File: src/rtl/mdio_bridge_pkg.sv
package mdio_bridge_pkg;

    typedef enum logic [1:0] {
        TXN_NONE = 2'd0,
        TXN_PAGE = 2'd1,
        TXN_LOW  = 2'd2,
        TXN_HIGH = 2'd3
    } txn_kind_e;

endpackage

File: src/rtl/mdio_addr_decode.sv
module mdio_addr_decode
    import mdio_bridge_pkg::*;
#(
    parameter int          PHY_W    = 5,
    parameter int          REG_W    = 5,
    parameter int          SEL_W    = 3,
    parameter logic [4:0]  WIN_PHY  = 5'h10,
    parameter logic [4:0]  PAGE_PHY = 5'h1F,
    parameter logic [4:0]  PAGE_REG = 5'h10,
    localparam int         LO_W     = SEL_W + REG_W - 1
) (
    input  logic [PHY_W-1:0] phy_addr,
    input  logic [REG_W-1:0] reg_addr,
    output txn_kind_e        kind,
    output logic [LO_W-1:0]  word_lo
);

    logic in_window;

    always_comb begin
        in_window = (phy_addr[PHY_W-1:SEL_W] == WIN_PHY[PHY_W-1:SEL_W]);
        word_lo   = {phy_addr[SEL_W-1:0], reg_addr[REG_W-1:1]};
        if (in_window) begin
            kind = reg_addr[0] ? TXN_HIGH : TXN_LOW;
        end else if (phy_addr == PAGE_PHY[PHY_W-1:0] && reg_addr == PAGE_REG[REG_W-1:0]) begin
            kind = TXN_PAGE;
        end else begin
            kind = TXN_NONE;
        end
    end

endmodule

File: src/rtl/mdio_bridge_core.sv
module mdio_bridge_core
    import mdio_bridge_pkg::*;
#(
    parameter int PAGE_W = 9,
    parameter int LO_W   = 7,
    parameter int HALF_W = 16,
    localparam int AW    = PAGE_W + LO_W,
    localparam int DW    = 2 * HALF_W
) (
    input  logic              clk,
    input  logic              rst_n,
    input  txn_kind_e         kind,
    input  logic [LO_W-1:0]   word_lo,
    input  logic [HALF_W-1:0] wdata,
    input  logic              wr,
    input  logic              rd,
    input  logic [DW-1:0]     bus_rdata,
    output logic [HALF_W-1:0] rdata,
    output logic              rvalid,
    output logic [AW-1:0]     bus_addr,
    output logic [DW-1:0]     bus_wdata,
    output logic              bus_wr,
    output logic              bus_rd
);

    typedef struct packed {
        logic [PAGE_W-1:0] page;
        logic [HALF_W-1:0] stage;
        logic [HALF_W-1:0] hi_latch;
        logic [HALF_W-1:0] rdata;
        logic              rvalid;
        logic [AW-1:0]     bus_addr;
        logic [DW-1:0]     bus_wdata;
        logic              bus_wr;
        logic              bus_rd;
    } state_t;

    state_t st_d, st_q;

    always_comb begin
        st_d        = st_q;
        st_d.bus_wr = 1'b0;
        st_d.bus_rd = 1'b0;
        st_d.rvalid = 1'b0;

        // complete an internal read issued on the previous cycle
        if (st_q.bus_rd) begin
            st_d.rdata    = bus_rdata[HALF_W-1:0];
            st_d.hi_latch = bus_rdata[DW-1:HALF_W];
            st_d.rvalid   = 1'b1;
        end

        if (wr) begin
            unique case (kind)
                TXN_PAGE: st_d.page  = wdata[PAGE_W-1:0];
                TXN_HIGH: st_d.stage = wdata;
                TXN_LOW: begin
                    st_d.bus_wr    = 1'b1;
                    st_d.bus_addr  = {st_q.page, word_lo};
                    st_d.bus_wdata = {st_q.stage, wdata};
                end
                default: ;
            endcase
        end else if (rd) begin
            unique case (kind)
                TXN_PAGE: begin
                    st_d.rdata  = HALF_W'(st_q.page);
                    st_d.rvalid = 1'b1;
                end
                TXN_HIGH: begin
                    st_d.rdata  = st_q.hi_latch;
                    st_d.rvalid = 1'b1;
                end
                TXN_LOW: begin
                    st_d.bus_rd   = 1'b1;
                    st_d.bus_addr = {st_q.page, word_lo};
                end
                default: begin
                    st_d.rdata  = '1;
                    st_d.rvalid = 1'b1;
                end
            endcase
        end
    end

    always_ff @(posedge clk) begin
        if (!rst_n) begin
            st_q <= '0;
        end else begin
            st_q <= st_d;
        end
    end

    assign rdata     = st_q.rdata;
    assign rvalid    = st_q.rvalid;
    assign bus_addr  = st_q.bus_addr;
    assign bus_wdata = st_q.bus_wdata;
    assign bus_wr    = st_q.bus_wr;
    assign bus_rd    = st_q.bus_rd;

endmodule

File: src/rtl/mdio_page_bridge.sv
module mdio_page_bridge
    import mdio_bridge_pkg::*;
#(
    parameter int         PAGE_W   = 9,
    parameter int         SEL_W    = 3,
    parameter int         HALF_W   = 16,
    parameter logic [4:0] WIN_PHY  = 5'h10,
    parameter logic [4:0] PAGE_PHY = 5'h1F,
    parameter logic [4:0] PAGE_REG = 5'h10,
    localparam int        PHY_W    = 5,
    localparam int        REG_W    = 5,
    localparam int        LO_W     = SEL_W + REG_W - 1,
    localparam int        AW       = PAGE_W + LO_W,
    localparam int        DW       = 2 * HALF_W
) (
    input  logic              clk,
    input  logic              rst_n,
    input  logic [PHY_W-1:0]  mdio_phy_addr,
    input  logic [REG_W-1:0]  mdio_reg_addr,
    input  logic [HALF_W-1:0] mdio_wdata,
    input  logic              mdio_wr,
    input  logic              mdio_rd,
    output logic [HALF_W-1:0] mdio_rdata,
    output logic              mdio_rvalid,
    output logic [AW-1:0]     bus_addr,
    output logic [DW-1:0]     bus_wdata,
    output logic              bus_wr,
    output logic              bus_rd,
    input  logic [DW-1:0]     bus_rdata
);

    txn_kind_e       kind;
    logic [LO_W-1:0] word_lo;

    mdio_addr_decode #(
        .PHY_W    (PHY_W),
        .REG_W    (REG_W),
        .SEL_W    (SEL_W),
        .WIN_PHY  (WIN_PHY),
        .PAGE_PHY (PAGE_PHY),
        .PAGE_REG (PAGE_REG)
    ) decode_i (
        .phy_addr (mdio_phy_addr),
        .reg_addr (mdio_reg_addr),
        .kind     (kind),
        .word_lo  (word_lo)
    );

    mdio_bridge_core #(
        .PAGE_W (PAGE_W),
        .LO_W   (LO_W),
        .HALF_W (HALF_W)
    ) core_i (
        .clk       (clk),
        .rst_n     (rst_n),
        .kind      (kind),
        .word_lo   (word_lo),
        .wdata     (mdio_wdata),
        .wr        (mdio_wr),
        .rd        (mdio_rd),
        .bus_rdata (bus_rdata),
        .rdata     (mdio_rdata),
        .rvalid    (mdio_rvalid),
        .bus_addr  (bus_addr),
        .bus_wdata (bus_wdata),
        .bus_wr    (bus_wr),
        .bus_rd    (bus_rd)
    );

endmodule

File: config.mk
export PLATFORM = sky130hd
export DESIGN_NAME = mdio_page_bridge
export DESIGN_NICKNAME = d
export VERILOG_FILES = /design/src/rtl/mdio_bridge_pkg.sv /design/src/rtl/mdio_addr_decode.sv /design/src/rtl/mdio_bridge_core.sv /design/src/rtl/mdio_page_bridge.sv
export SDC_FILE = /design/constraint.sdc
export NUM_CORES = 1
export LEC_CHECK = 0
export BUFFER_PORTS_ARGS = -buffer_cell sky130_fd_sc_hd__buf_2
export CAP_MARGIN = 15
export CORE_ASPECT_RATIO = 0.75
export CORE_UTILIZATION = 45
export CTS_CLUSTER_DIAMETER = 200
export DETAILED_ROUTE_END_ITERATION = 12
export GPL_ROUTABILITY_DRIVEN = 0
export PLACE_DENSITY = 0.72
export SYNTH_ARGS = -nofsm -noshare
export SYNTH_HDL_FRONTEND = slang
export SYNTH_SLANG_ARGS = --single-unit
File: constraint.sdc
create_clock -name clk -period 2.1 [get_ports clk]
set_clock_uncertainty 0.05 [all_clocks]
set_input_delay 0.105 -clock clk [delete_from_list [all_inputs] [get_ports clk]]
set_output_delay 0.105 -clock clk [all_outputs]
set_load 0.02 [all_outputs]
==> run summary <==
#FFs+latches synth: 108
Hold path start: mdio_wr
RSZ-0062 raised after global routing: no
GR Overflow Total: 0
Share of layout cells above drive strength 1: 27.02%
Avg WL per Cell: 14.45 um
Pre-antenna DRT Iters: 5
Critical path class: in -> reg
Outcome: finished clean
Worst EP required: 2.27 ns
Largest net degree at the start of global routing: 63
Final Hold Vio Count: 0
FF-to-FF setup slack: 0.48 ns
Vias in the first global route: 3411
Crit Path Max Fanout: 9
CTS buffer count: 9
Mapped Nets: 572
Synth top area cells: dfxtp_1 46%, nand2_1 10%, buf_4 10%
R2R cell count: 4
First-pass GRT wire length: 17200 um
Filler instances: 910
Setup violators final: 0
Yosys warning total: 0
Area Growth Syn to Fin: 19.86%
Top-count cell post-synth: nand2_1
Final wirelength: 10680 um
# IOs: 129
Max cap viols: 0
Clock Tree Root: clkbuf_16
Worst flop-to-flop path startpoint: core_i.bus_rd$_SDFF_PP0_
Max VDD drop: 0.4701 mV
Initial antenna violation count: 0
Nets: 666
Min-Delay Path Class: in -> reg
F_max: 0.5003 GHz
FF-to-FF End: core_i.rdata[0]$_SDFF_PN0_
IO buf count: 128
Num rows: 31
Lkg Pwr: 2.362 nW
Die X: 120.2 um
CTS sink count: 108
Period utilisation layout: 95.18%
Drt initial violations: 158
Fin. max-slew vios: 0
Placed Instances: 684
Leading area contributor after synthesis: dfxtp_1
Top FF cell, synth: dfxtp_1
Non-Filler Instances: 739
Maximum clock path buffer count: 2
Syn_area_per_cell: 9.242 um2
Fin Setup TNS: 0 ns
Die footprint: 10890 um2
Total core area: 9930 um2
Slew HR: 46.92%
Crit path capture type: flip-flop
Post-synth top area share: 45.87%
Clock Latency Late Sink: 0.34 ns
Synth top cells by count: 130 x nand2_1, 108 x dfxtp_1, 64 x buf_4, 60 x a21boi_0, 34 x mux2i_1
Sequential-to-total area share from yosys stat: 45.87%
DRT antenna net count: 0
Post-synth cell types: 32
Clock slew at reported path FFs: 0.06 ns
Starting Density: 47.47%
Antenna cells: 0
Async S/R FF share, synth: 0%
Minimum clock period: 1.999 ns
H-Tree Depth: 3
Cells after Synth: 510
Number of synthesized flops with an enable pin: 0
CTS tree: done
DR DRC count: 0
Worst Max-Slew Pin Slew: 0.7909 ns
Critical path arrival: 2.17 ns
Mapped Area: 4713 um2
Worst hold path depth: 2
Chip Height: 90.63 um
Routed vias: 3567
Kind of start point of the critical path: input port
Via/cell ratio: 4.827
GRT Total Usage: 20.33%
DP HPWL: 7366 um
Pwr/cell area: 708.9 nW/um2
WHS Endpoint: core_i.bus_wr$_SDFF_PN0_
final cells by class:
cell class	instances	area (um2)	share of cell area, %
Clock buffer	12	246.5	4.363
Multi-Input combinational cell	307	1939	34.33
Timing Repair Buffer	177	1119	19.80
Sequential cell	108	2163	38.29
Clock inverter	2	12.51	0.2215
Inverter	1	3.754	0.06645
Tap cell	132	165.2	2.924
flip-flops by register name, indices dropped and copies added (netlist names):
signal,flops
core_i.st_q,41
core_i.bus_wdata,32
core_i.bus_rd,1
core_i.rvalid,1
core_i.bus_wr,1
core_i.bus_addr,16
core_i.rdata,16
worst max-delay path, cell delays in order:
cell           delay, ns
dlygate4sd3_1       0.54
buf_2               0.13
or3_4               0.41
o31ai_1             0.20
a21oi_1             0.25
buf_4               0.25
a221o_1             0.27
cell families after synthesis:
kind of cell           after synthesis  synth area share, %
AO/OA/AOI/OAI                       95                15.82
flip-flops                         108                45.87
buffers and inverters               95                13.09
multiplexers                        41                8.893
AND/OR/NAND/NOR                    171                16.33
what timing repair did:
| action | 4_1_cts | 5_1_grt |
|---|---|---|
| endpoints found under the hold margin | 53 | 0 |
| endpoints found under the setup margin | 0 | 0 |
| buffers inserted | 0 | 0 |
| hold buffers | 39 | 0 |
| gates resized for setup | 0 | 0 |
where the power goes:
part           internal [mW]  total [mW]  leakage (nW)  switching, mW
clock                  0.823        1.52         0.125          0.697
combinational          0.187       0.374          1.36          0.187
sequential              2.09        2.11         0.875         0.0212
total                   3.10        4.00          2.36          0.905
worst max path at each step:
stage	start	endpoint	slack (ns)	cells past startpoint
finish	mdio_reg_addr[1]	core_i.rdata[11]$_SDFF_PN0_	0.10	7
CTS	mdio_reg_addr[1]	core_i.rdata[11]$_SDFF_PN0_	0.10	6
global route	mdio_reg_addr[1]	core_i.rdata[15]$_SDFF_PN0_	0.08	7
detailed placement	mdio_phy_addr[1]	core_i.rdata[11]$_SDFF_PN0_	0.12	5
global placement	mdio_phy_addr[1]	core_i.rdata[12]$_SDFF_PN0_	0.31	5
floorplan	core_i.bus_rd$_SDFF_PP0_	core_i.rdata[12]$_SDFF_PN0_	0.39	4
through the flow:
stage / utilization [%] / power, mW / setup WS (ns) / hold WS [ns] / area [um2]
after global placement: 50.20 / 2.466 / 0.3122 / 0.3143 / 4985
after detailed placement: 50.20 / 2.476 / 0.1185 / 0.3215 / 4985
final: 56.89 / 4.005 / 0.1013 / 0.04638 / 5649
after CTS: 56.74 / 4.066 / 0.1033 / 0.02665 / 5634
after global routing: 56.89 / 4.181 / 0.08321 / 0.03577 / 5649
after floorplan: - / 2.378 / 0.3890 / 0.1999 / 4713
cell usage in the layout, fill, tap and decap left out, drive strengths merged, types with 2 or more instances in the layout:
master / Yosys / layout
nand3b: 2 / 2
nor2b: 27 / 27
nand2: 130 / 130
dfxtp: 108 / 108
mux2: 7 / 7
a211o: 9 / 9
buf: 75 / 138
o2bb2ai: 9 / 9
o21a: 2 / 2
a21boi: 64 / 64
mux2i: 34 / 34
o21ai: 2 / 2
nor3: 2 / 2
clkbuf: 19 / 12
a221o: 7 / 7
or3: 2 / 2
dlygate4sd3: 0 / 39
per-layer routing:
metal / part of all wire, % / up-vias / track usage, %
li1: - / 1827 / -
met2: 48 / 97 / 32.95
met4: 0.25 / 0 / 5.000
met5: 0 / - / 0
met3: 6.0 / 2 / 6.944
met1: 46 / 1641 / 25.80
Note: power is estimated with default switching activity, not from simulation.
